<file path="src/rtl/exc_pkg.sv">
package exc_pkg;

    typedef enum logic [2:0] {
        EX_RESET = 3'd0,
        EX_UNDEF = 3'd1,
        EX_SWI   = 3'd2,
        EX_PABT  = 3'd3,
        EX_DABT  = 3'd4,
        EX_RSVD  = 3'd5,
        EX_IRQ   = 3'd6,
        EX_FIQ   = 3'd7
    } exc_id_t;

    typedef enum logic [1:0] {
        ST_IDLE   = 2'd0,
        ST_ENTRY  = 2'd1,
        ST_RETURN = 2'd2
    } seq_state_t;

    localparam int MODE_W   = 5;
    localparam int FMASK_B  = 5;
    localparam int IMASK_B  = 6;
    localparam int NUM_BANK = 5;
    localparam int BANK_W   = 3;

    localparam logic [MODE_W-1:0] MD_USER = 5'h00;
    localparam logic [MODE_W-1:0] MD_SYS  = 5'h01;
    localparam logic [MODE_W-1:0] MD_FIQ  = 5'h02;
    localparam logic [MODE_W-1:0] MD_IRQ  = 5'h03;
    localparam logic [MODE_W-1:0] MD_SVC  = 5'h04;
    localparam logic [MODE_W-1:0] MD_ABT  = 5'h05;
    localparam logic [MODE_W-1:0] MD_UND  = 5'h06;

    function automatic logic [MODE_W-1:0] mode_of(exc_id_t id);
        logic [MODE_W-1:0] m;
        unique case (id)
            EX_RESET, EX_SWI: m = MD_SVC;
            EX_PABT, EX_DABT: m = MD_ABT;
            EX_UNDEF:         m = MD_UND;
            EX_IRQ:           m = MD_IRQ;
            EX_FIQ:           m = MD_FIQ;
            default:          m = MD_SVC;
        endcase
        return m;
    endfunction

    function automatic logic bank_valid(logic [MODE_W-1:0] m);
        return (m == MD_FIQ) || (m == MD_IRQ) || (m == MD_SVC) ||
               (m == MD_ABT) || (m == MD_UND);
    endfunction

    function automatic logic [BANK_W-1:0] bank_of(logic [MODE_W-1:0] m);
        logic [BANK_W-1:0] b;
        case (m)
            MD_FIQ:  b = 3'd0;
            MD_IRQ:  b = 3'd1;
            MD_SVC:  b = 3'd2;
            MD_ABT:  b = 3'd3;
            MD_UND:  b = 3'd4;
            default: b = 3'd0;
        endcase
        return b;
    endfunction

endpackage

</file>
<file path="src/rtl/exc_arbiter.sv">
module exc_arbiter
    import exc_pkg::*;
(
    input  logic    req_reset,
    input  logic    req_undef,
    input  logic    req_swi,
    input  logic    req_pabt,
    input  logic    req_dabt,
    input  logic    req_irq,
    input  logic    req_fiq,
    input  logic    irq_masked,
    input  logic    fiq_masked,
    output logic    hit,
    output exc_id_t win_id
);

    // Lowest priority first; each later line overrides the earlier ones.
    always_comb begin
        hit    = 1'b0;
        win_id = EX_RESET;
        if (req_swi)                  begin hit = 1'b1; win_id = EX_SWI;   end
        if (req_undef)                begin hit = 1'b1; win_id = EX_UNDEF; end
        if (req_pabt)                 begin hit = 1'b1; win_id = EX_PABT;  end
        if (req_irq && !irq_masked)   begin hit = 1'b1; win_id = EX_IRQ;   end
        if (req_fiq && !fiq_masked)   begin hit = 1'b1; win_id = EX_FIQ;   end
        if (req_dabt)                 begin hit = 1'b1; win_id = EX_DABT;  end
        if (req_reset)                begin hit = 1'b1; win_id = EX_RESET; end
    end

endmodule

</file>
<file path="src/rtl/exc_bank.sv">
module exc_bank #(
    parameter int AW     = 32,
    parameter int PSR_W  = 32,
    parameter int NB     = 5,
    parameter int IDX_W  = 3
) (
    input  logic             clk,
    input  logic             rst_n,
    input  logic             wr_en,
    input  logic [IDX_W-1:0] wr_idx,
    input  logic [PSR_W-1:0] wr_psr,
    input  logic [AW-1:0]    wr_lr,
    input  logic [IDX_W-1:0] rd_idx,
    output logic [PSR_W-1:0] rd_psr,
    output logic [AW-1:0]    rd_lr
);

    logic [PSR_W-1:0] psr_arr [NB];
    logic [AW-1:0]    lr_arr  [NB];

    for (genvar b = 0; b < NB; b++) begin : g_bank
        logic [PSR_W-1:0] psr_q;
        logic [AW-1:0]    lr_q;

        always_ff @(posedge clk or negedge rst_n) begin
            if (!rst_n) begin
                psr_q <= '0;
                lr_q  <= '0;
            end else if (wr_en && (wr_idx == IDX_W'(b))) begin
                psr_q <= wr_psr;
                lr_q  <= wr_lr;
            end
        end

        assign psr_arr[b] = psr_q;
        assign lr_arr[b]  = lr_q;
    end

    always_comb begin
        rd_psr = '0;
        rd_lr  = '0;
        for (int b = 0; b < NB; b++) begin
            if (rd_idx == IDX_W'(b)) begin
                rd_psr = psr_arr[b];
                rd_lr  = lr_arr[b];
            end
        end
    end

endmodule

</file>
<file path="src/rtl/exc_entry_seq.sv">
module exc_entry_seq
    import exc_pkg::*;
#(
    parameter int          AW       = 32,
    parameter int          PSR_W    = 32,
    parameter logic [31:0] VEC_BASE = 32'h0000_0000
) (
    input  logic             clk,
    input  logic             rst_n,
    input  logic             req_reset,
    input  logic             req_undef,
    input  logic             req_swi,
    input  logic             req_pabt,
    input  logic             req_dabt,
    input  logic             req_irq,
    input  logic             req_fiq,
    input  logic [AW-1:0]    cur_pc,
    input  logic [PSR_W-1:0] cur_psr,
    input  logic             ret_req,
    input  logic             ret_sub4,
    output logic             taken,
    output logic [2:0]       taken_id,
    output logic [PSR_W-1:0] new_psr,
    output logic [PSR_W-1:0] saved_psr,
    output logic [AW-1:0]    link_addr,
    output logic [AW-1:0]    vector,
    output logic             restore_valid,
    output logic [PSR_W-1:0] restore_psr,
    output logic [AW-1:0]    restore_pc
);

    localparam logic [AW-1:0] RET_OFS = AW'(4);
    localparam logic [AW-1:0] VBASE   = AW'(VEC_BASE);

    seq_state_t        state, state_nx;
    logic              hit;
    exc_id_t           win_id;
    logic              accept;
    logic              do_entry;
    logic              do_ret;
    logic [MODE_W-1:0] cur_mode;
    logic [MODE_W-1:0] tgt_mode;
    logic [PSR_W-1:0]  entry_psr;
    logic [PSR_W-1:0]  bank_psr;
    logic [AW-1:0]     bank_lr;

    assign cur_mode = cur_psr[MODE_W-1:0];
    assign accept   = (state == ST_IDLE);

    exc_arbiter u_arb (
        .req_reset  (req_reset),
        .req_undef  (req_undef),
        .req_swi    (req_swi),
        .req_pabt   (req_pabt),
        .req_dabt   (req_dabt),
        .req_irq    (req_irq),
        .req_fiq    (req_fiq),
        .irq_masked (cur_psr[IMASK_B]),
        .fiq_masked (cur_psr[FMASK_B]),
        .hit        (hit),
        .win_id     (win_id)
    );

    assign tgt_mode = mode_of(win_id);
    assign do_entry = accept && hit;
    assign do_ret   = accept && !hit && ret_req && bank_valid(cur_mode);

    always_comb begin
        entry_psr                 = cur_psr;
        entry_psr[MODE_W-1:0]     = tgt_mode;
        entry_psr[IMASK_B]        = 1'b1;
        if (win_id == EX_FIQ || win_id == EX_RESET)
            entry_psr[FMASK_B]    = 1'b1;
    end

    exc_bank #(
        .AW    (AW),
        .PSR_W (PSR_W),
        .NB    (NUM_BANK),
        .IDX_W (BANK_W)
    ) u_bank (
        .clk    (clk),
        .rst_n  (rst_n),
        .wr_en  (do_entry),
        .wr_idx (bank_of(tgt_mode)),
        .wr_psr (cur_psr),
        .wr_lr  (cur_pc - RET_OFS),
        .rd_idx (bank_of(cur_mode)),
        .rd_psr (bank_psr),
        .rd_lr  (bank_lr)
    );

    // Next-state logic: take / resume / settle.
    always_comb begin
        state_nx = ST_IDLE;
        unique case (state)
            ST_IDLE: begin
                if (do_entry)    state_nx = ST_ENTRY;
                else if (do_ret) state_nx = ST_RETURN;
                else             state_nx = ST_IDLE;
            end
            ST_ENTRY:  state_nx = ST_IDLE;
            ST_RETURN: state_nx = ST_IDLE;
            default:   state_nx = ST_IDLE;
        endcase
    end

    // State register.
    always_ff @(posedge clk or negedge rst_n) begin
        if (!rst_n) state <= ST_IDLE;
        else        state <= state_nx;
    end

    // Output registers.
    always_ff @(posedge clk or negedge rst_n) begin
        if (!rst_n) begin
            taken_id    <= '0;
            new_psr     <= '0;
            saved_psr   <= '0;
            link_addr   <= '0;
            vector      <= '0;
            restore_psr <= '0;
            restore_pc  <= '0;
        end else begin
            if (do_entry) begin
                taken_id  <= win_id;
                new_psr   <= entry_psr;
                saved_psr <= cur_psr;
                link_addr <= cur_pc - RET_OFS;
                vector    <= VBASE + AW'({win_id, 2'b00});
            end
            if (do_ret) begin
                restore_psr <= bank_psr;
                restore_pc  <= ret_sub4 ? (bank_lr - RET_OFS) : bank_lr;
            end
        end
    end

    assign taken         = (state == ST_ENTRY);
    assign restore_valid = (state == ST_RETURN);

    a_r9_single_pulse: assert property (@(posedge clk) disable iff (!rst_n)
        taken |=> (!taken && !restore_valid));

    a_r9_exclusive: assert property (@(posedge clk) disable iff (!rst_n)
        !(taken && restore_valid));

    a_r5_irq_masked: assert property (@(posedge clk) disable iff (!rst_n)
        taken |-> new_psr[IMASK_B]);

    a_r5_fiq_masked: assert property (@(posedge clk) disable iff (!rst_n)
        (taken && (taken_id == EX_FIQ || taken_id == EX_RESET)) |-> new_psr[FMASK_B]);

    a_r3_vector_aligned: assert property (@(posedge clk) disable iff (!rst_n)
        taken |-> (vector[1:0] == 2'b00));

    a_r8_irq_blocked: assert property (@(posedge clk) disable iff (!rst_n)
        (accept && req_irq && cur_psr[IMASK_B] && !req_reset && !req_undef &&
         !req_swi && !req_pabt && !req_dabt && !(req_fiq && !cur_psr[FMASK_B]))
        |=> !taken);

    a_r11_user_return: assert property (@(posedge clk) disable iff (!rst_n)
        (accept && ret_req && cur_mode == MD_USER) |=> !restore_valid);

endmodule

</file>
<file path="config.mk">
export PLATFORM = sky130hd
export DESIGN_NAME = exc_entry_seq
export DESIGN_NICKNAME = d
export VERILOG_FILES = /design/src/rtl/exc_pkg.sv /design/src/rtl/exc_arbiter.sv /design/src/rtl/exc_bank.sv /design/src/rtl/exc_entry_seq.sv
export SDC_FILE = /design/constraint.sdc
export NUM_CORES = 1
export LEC_CHECK = 0
export ABC_AREA = 1
export BUFFER_PORTS_ARGS = -buffer_cell sky130_fd_sc_hd__clkbuf_2
export CORE_ASPECT_RATIO = 1.4
export CORE_MARGIN = 4
export CORE_UTILIZATION = 40
export CTS_BUF_LIST = sky130_fd_sc_hd__clkbuf_2 sky130_fd_sc_hd__clkbuf_4 sky130_fd_sc_hd__clkbuf_8
export CTS_CLUSTER_DIAMETER = 150
export CTS_CLUSTER_SIZE = 28
export DETAILED_ROUTE_END_ITERATION = 10
export GPL_ROUTABILITY_DRIVEN = 0
export GPL_TIMING_DRIVEN = 0
export PLACE_DENSITY_LB_ADDON = 0.2
export SYNTH_ARGS = -nofsm -noshare
export SYNTH_HDL_FRONTEND = slang
export SYNTH_SLANG_ARGS = --single-unit
</file>
<file path="constraint.sdc">
create_clock -name clk -period 2.5 [get_ports clk]
set_clock_uncertainty 0.2 [all_clocks]
set_input_delay 0.375 -clock clk [delete_from_list [all_inputs] [get_ports clk]]
set_output_delay 0.375 -clock clk [all_outputs]
set_load 0.05 [all_outputs]
</file>
# [Word-level counts from Yosys, hierarchy flattened]
# Index checks and enable logic that the tools add are counted.
[classes] n_addsub=2 eq_ne=24 mux=32 n_reduce_logical=24
[ops] op="$mux 32" count=11
[ops] op="$sub 32x3->32 const B" count=2
[ops] op="$pmux 3 s4" count=3
[ops] op="$eq 5x3->1 const B" count=6
[ops] op="$eq 3x2->1 const B" count=5
[ops] op="$eq 3x3->1 const B" count=5
[ops] op="$eq 5x2->1 const B" count=3
[ops] op="$mux 2" count=6
[ops] op="$mux 3" count=4
[ops] op="$logic_and 1x1->1" count=11
[ops] op="$eq 3x1->1 const B" count=3
[ops] op="$logic_not 3->1" count=3
[ops] op="$mux 1" count=8
[ops] op="$logic_or 1x1->1" count=5
[ops] op="$logic_not 1->1" count=3
[ops] op="$eq 2x1->1 const B" count=1
[ops] op="$eq 2x2->1 const B" count=1
[ops] op="$logic_not 2->1" count=1
[ops] op="$reduce_or 2->1" count=1
[word_totals] regBits=485 inputBits=75 output_inout_bits=197 elab_cells=99

# [Depth between registers and ports, before layout]
[logic_depth] ltp_word=14 depth_mapped=21 ltp_nobuf=21

# [Hierarchy]
# Synthesis repeated with hierarchy kept, for this count alone.
[hier_totals] hier_cells=2767 hier_area_um2=21648.3
[modules_own_cells] module="exc_bank" n_inst=1 cells_each=1737 area_per_inst_um2=14154.8 seq_area_each_um2=8007.7
[modules_own_cells] module="exc_entry_seq" n_inst=1 cells_each=1007 area_per_inst_um2=7382.1 seq_area_each_um2=3453.3
[modules_own_cells] module="exc_arbiter" n_inst=1 cells_each=23 area_per_inst_um2=111.4 seq_area_each_um2=0.0

# [Least setup slack after synthesis]
# Ideal clock, no wire load.
[synth_path] path_kind="in2reg" from="input port cur_psr[1]" to="register restore_pc[16]" setup_time_ns=0.132 arrival_time_ns=2.314 t_required_ns=2.168 setup_slack_ns=-0.146 cell_stages=18 path_buffers=0 path_cell_list="nor2_1 > nand2_2 > nand2_4 > nor2_4 > nand2_1 > nand3_1 > nor2_1 > nand2_2 > inv_1 > ha_1 > nand2_1 > inv_1 > nand3_1 > nor2_4 > nand3_2 > nor2_4 > xor2_1 > o21ai_1"
[synth_via] elab_chain_len=10 elab_cells_between_ends=23 classes_between="1 x add/sub; 9 x eq/ne; 7 x mux; 6 x reduce/logical"
[synth_lines] element="from (decl)" line_no="exc_entry_seq.sv:18" text="input logic [PSR_W-1:0] cur_psr,"
[synth_lines] element="$eq 5x3->1, or another cell as far along" line_no="exc_pkg.sv:49, exc_pkg.sv:54"
[synth_lines] element="$pmux 3 s4" line_no="exc_pkg.sv:54" text="case (m)"
[synth_lines] element="$logic_not 3->1" line_no="exc_bank.sv:43" text="if (rd_idx == IDX_W'(b)) begin"
[synth_lines] element="$mux 32 (5 in series)" line_no="exc_bank.sv:43"
[synth_lines] element="$sub 32x3->32" line_no="exc_entry_seq.sv:134" text="restore_pc <= ret_sub4 ? (bank_lr - RET_OFS) : bank_lr;"
[synth_lines] element="$mux 32" line_no="exc_entry_seq.sv:134"
[synth_lines] element="to (signal assigned)" line_no="exc_entry_seq.sv:134"
[synth_lines] element="to (decl)" line_no="exc_entry_seq.sv:29" text="output logic [AW-1:0] restore_pc"
# Several ways; a longest one is shown, not always the timed one.
# A chain may end at the register's enable or synchronous reset.

# [Final worst setup path]
[layout_path] from="input port cur_psr[2]" to="register restore_psr[2]"
[layout_via] elab_chain_len=8 elab_cells_between_ends=21 classes_between="9 x eq/ne; 6 x mux; 6 x reduce/logical"
[layout_lines] element="$eq 5x3->1, or another cell as far along" line_no="exc_pkg.sv:49, exc_pkg.sv:54"
[layout_lines] element="$pmux 3 s4" line_no="exc_pkg.sv:54"
[layout_lines] element="$logic_not 3->1" line_no="exc_bank.sv:43"
[layout_lines] element="$mux 32 (5 in series)" line_no="exc_bank.sv:43"
[layout_lines] element="to (signal assigned)" line_no="exc_entry_seq.sv:133" text="restore_psr <= bank_psr;"
[layout_lines] element="to (decl)" line_no="exc_entry_seq.sv:28" text="output logic [PSR_W-1:0] restore_psr,"
# Several ways; a longest one is shown, not always the timed one.

==> impl_metrics.toml <==
[final_layout]
drive_gt1_frac = 0.195
nNetsFinal = 2904
utilization = 0.475
finalNonFillerCells = 3484
fill_cells = 5114
area_growth_pct = 17.8

[clocking]
cts_tree = "built"
path_clk_slew_ps = 170
clock-sinks = 458
h-tree-depth = 1
ctsRootBufferMaster = "clkbuf_8"
cts_inserted_buffers = 20
cts_max_path_buffers = 3
clkLatencyLatePin_ps = 620

[timing]
worst_hold_slack_ps = 17.8
setup_ws_ps = 20.8
post-route-period-util = 0.992
period_minus_slack_ps = 2480
final_max_slew_viol_count = 0
fmax_mhz = 403
hold_viol_final = 0
worst_pin_slew_ps = 860
relSlewSlack = 0.426
finalSetupViolCount = 0

[worst_setup_path]
critPathMaxStageDelay_ps = 680
worstReg2RegEnd = "u_bank.g_bank[1].lr_q[22]"
critical_path.slowest_cell = "clkbuf_1"
worstPathArrival_ps = 2840
endpoint_kind = "flip-flop"
criticalPathCategory = "input port to flip-flop"
crit_buf_inv = 8
rr_startpoint = "state[1]"
worstPathMaxFanout = 10
path_cells = "buf_4 > inv_12 > nor2_4 > buf_12 > nand3_4 > nand2_8 > buf_4 > inv_2 > nand2_1 > nand4_1 > buf_4 > buf_2 > clkbuf_1 > nand2_1 > o21ai_0"
cp.required_ps = 2860
cpMostUsedCell = "buf_4"
reg2regPathDepth = 8
r2r_slack_ps = 80
cp-start-kind = "input port"
worst_path_dominant_cell_family = "buffers and inverters"

[yosys]
avgSynthCellArea_um2 = 8.56
synth_ff_type = "dfrtp_1"
seq_area_frac_synth = 0.546
async_flop_share = 1.00
yosysTopAreaCellShare = 0.546
synth_top_cell_by_area = "dfrtp_1"
synth_seq_cells = 458
ys_top_cells_by_count = "nand2_1, dfrtp_1, o21ai_0, inv_1, nor2_1"
ys.warnings.count = 0
synth_area_leaders = "dfrtp_1, nand2_1, o21ai_0"
syn_inst = 2451
yosysMostFrequentCell = "nand2_1"
synth_edf_count = 0
synth.distinct_cells = 53
syn_area_mm2 = 0.0210

[route]
routed_wl_um = 73500
drc = 0
vias = 18600
drt_iter0_markers = 1667
antenna_left = 0
wl_per_cell_um = 21.1
firstDrtPassIters = 8
viasPerCell = 5.35

[global_route]
grt_usage = 0.255
grt_pass1_wl_um = 113000
antenna_found_initial = 1
grt_pass1_vias = 18900
grt_overflow_total = 0
grt_max_degree = 116

[power_and_ir_drop]
p_per_area_mw_per_mm2 = 860
leakagePower_nw = 12.2
vdd_drop_max_mv = 0.451

[placed_design]
dp_slack_ps = -1140
numPortBuffers = 239
dp_hpwl_um = 53200
place_inst = 3380

[outcome]
status = "finished, final reports clean"

[floorplan]
io-pin-count = 272
start_util = 0.403
coreArea_mm2 = 0.0520
placementRows = 99
die_h_um = 279
die_area_mm2 = 0.0562
fp.dieW_um = 202

[flow_run]
maxCapViolations = 0

[min_path]
holdCritPathClass = "input port to asynchronous set/reset pin"
==> layout by cell type (no fill, tap or decap), types with 8 or more instances in the layout <==
master,Yosys,final
inv_1,159,153
nor2_1,101,88
clkbuf_2,0,256
or2_2,10,10
nand4_2,8,8
clkbuf_1,80,59
nand2_2,10,14
conb_1,1,31
nand3_1,70,65
nand2_1,793,787
xor2_1,17,13
a22o_1,12,12
clkbuf_8,0,22
nand3_2,8,10
dlygate4sd3_1,0,62
o21ai_0,379,376
inv_2,11,14
nor2_2,17,20
buf_4,63,81
buf_2,36,34
dfrtp_1,458,458
a221oi_1,34,34
xnor2_1,14,12
nand4_1,32,32
nor2_4,18,28
o21ai_1,11,12
a21oi_1,40,40
==> worst max-delay path by stage <==
stage,start,endpoint,slack (ps),cells after the start
detailed placement,cur_psr[2],restore_pc[16],-1140,20
global route,cur_psr[2],restore_pc[24],-60,22
global placement,rst_n,link_addr[25],-9440,1
floorplan,cur_psr[2],restore_pc[16],-80,19
CTS,state[1],u_bank.g_bank[1].lr_q[22],20,8
finish,cur_psr[2],restore_psr[2],20,15
==> cells by family after synthesis <==
kind of cell	synth area share
XOR/XNOR	0.0137
AO/OA/AOI/OAI	0.129
other	0.000179
AND/OR/NAND/NOR	0.229
adder cells (fa/ha/maj)	0.00119
buffers and inverters	0.0802
flip-flops	0.546
==> state kept, by name, summed over array words and instances, names as in the netlist <==
register and flops:
link_addr 32, new_psr 5, restore_pc 32, restore_psr 32
saved_psr 32, state 2, u_bank.g_bank.lr_q 160, u_bank.g_bank.psr_q 160
vector 3
==> repair_timing <==
| action | CTS | global route |
|---|---|---|
| endpoints found under the hold margin | 603 | 0 |
| gates resized for setup | 34 | 68 |
| endpoints found under the setup margin | 407 | 231 |
| pin swaps | 8 | 18 |
| hold buffers | 63 | 0 |
| buffers inserted | 14 | 6 |
==> final cells by class <==
type | count | area [µm²] | share of cell area
sequential | 458 | 11500 | 0.464
multi-input combinational | 1663 | 8260 | 0.334
timing repair buffer | 325 | 2140 | 0.0866
buffer | 185 | 1050 | 0.0426
tap | 656 | 821 | 0.0332
inverter | 174 | 677 | 0.0274
clock buffer | 21 | 289 | 0.0117
clock inverter | 1 | 20.0 | 0.000810
antenna | 1 | 2.50 | 0.000101
==> worst reg2reg max path, cell delays in order, from the launching register on <==
cell	delay, ps
dfrtp_1	440
nor2_2	180
inv_1	130
nor3_4	300
nand2_2	250
clkbuf_2	300
clkbuf_2	290
nand2_1	110
o21ai_0	80
==> stage by stage <==
step | setup TNS (ps) | power [W] | instance area [µm²]
final | 0 | 0.0213 | 24700
after global routing | -131 | 0.0225 | 24700
after CTS | 0 | 0.0212 | 24500
after detailed placement | -316590 | 0.0181 | 23300
after global placement | -4588030 | 0.0178 | 23100
after floorplan | -251 | 0.0157 | 21100
==> routing by layer <==
metal  vias to the layer above  wire length, µm  global-route usage  part of all wire
li1                       8554                -                   -                 -
met1                      9228            28500               0.313              0.39
met2                       698            37000               0.449              0.50
met3                       149             4250              0.0288             0.058
met4                         0             3720               0.123             0.051
met5                         -                0                   0                 0
==> power breakdown <==
| group | total, W | switching [W] | internal (W) |
|---|---|---|---|
| Clock | 0.00310 | 0.00231 | 0.000789 |
| Combinational | 0.00747 | 0.00530 | 0.00216 |
| Sequential | 0.0107 | 0.00121 | 0.00949 |
| Total | 0.0213 | 0.00882 | 0.0124 |
No activity file was read; power rests on OpenSTA's default activity.
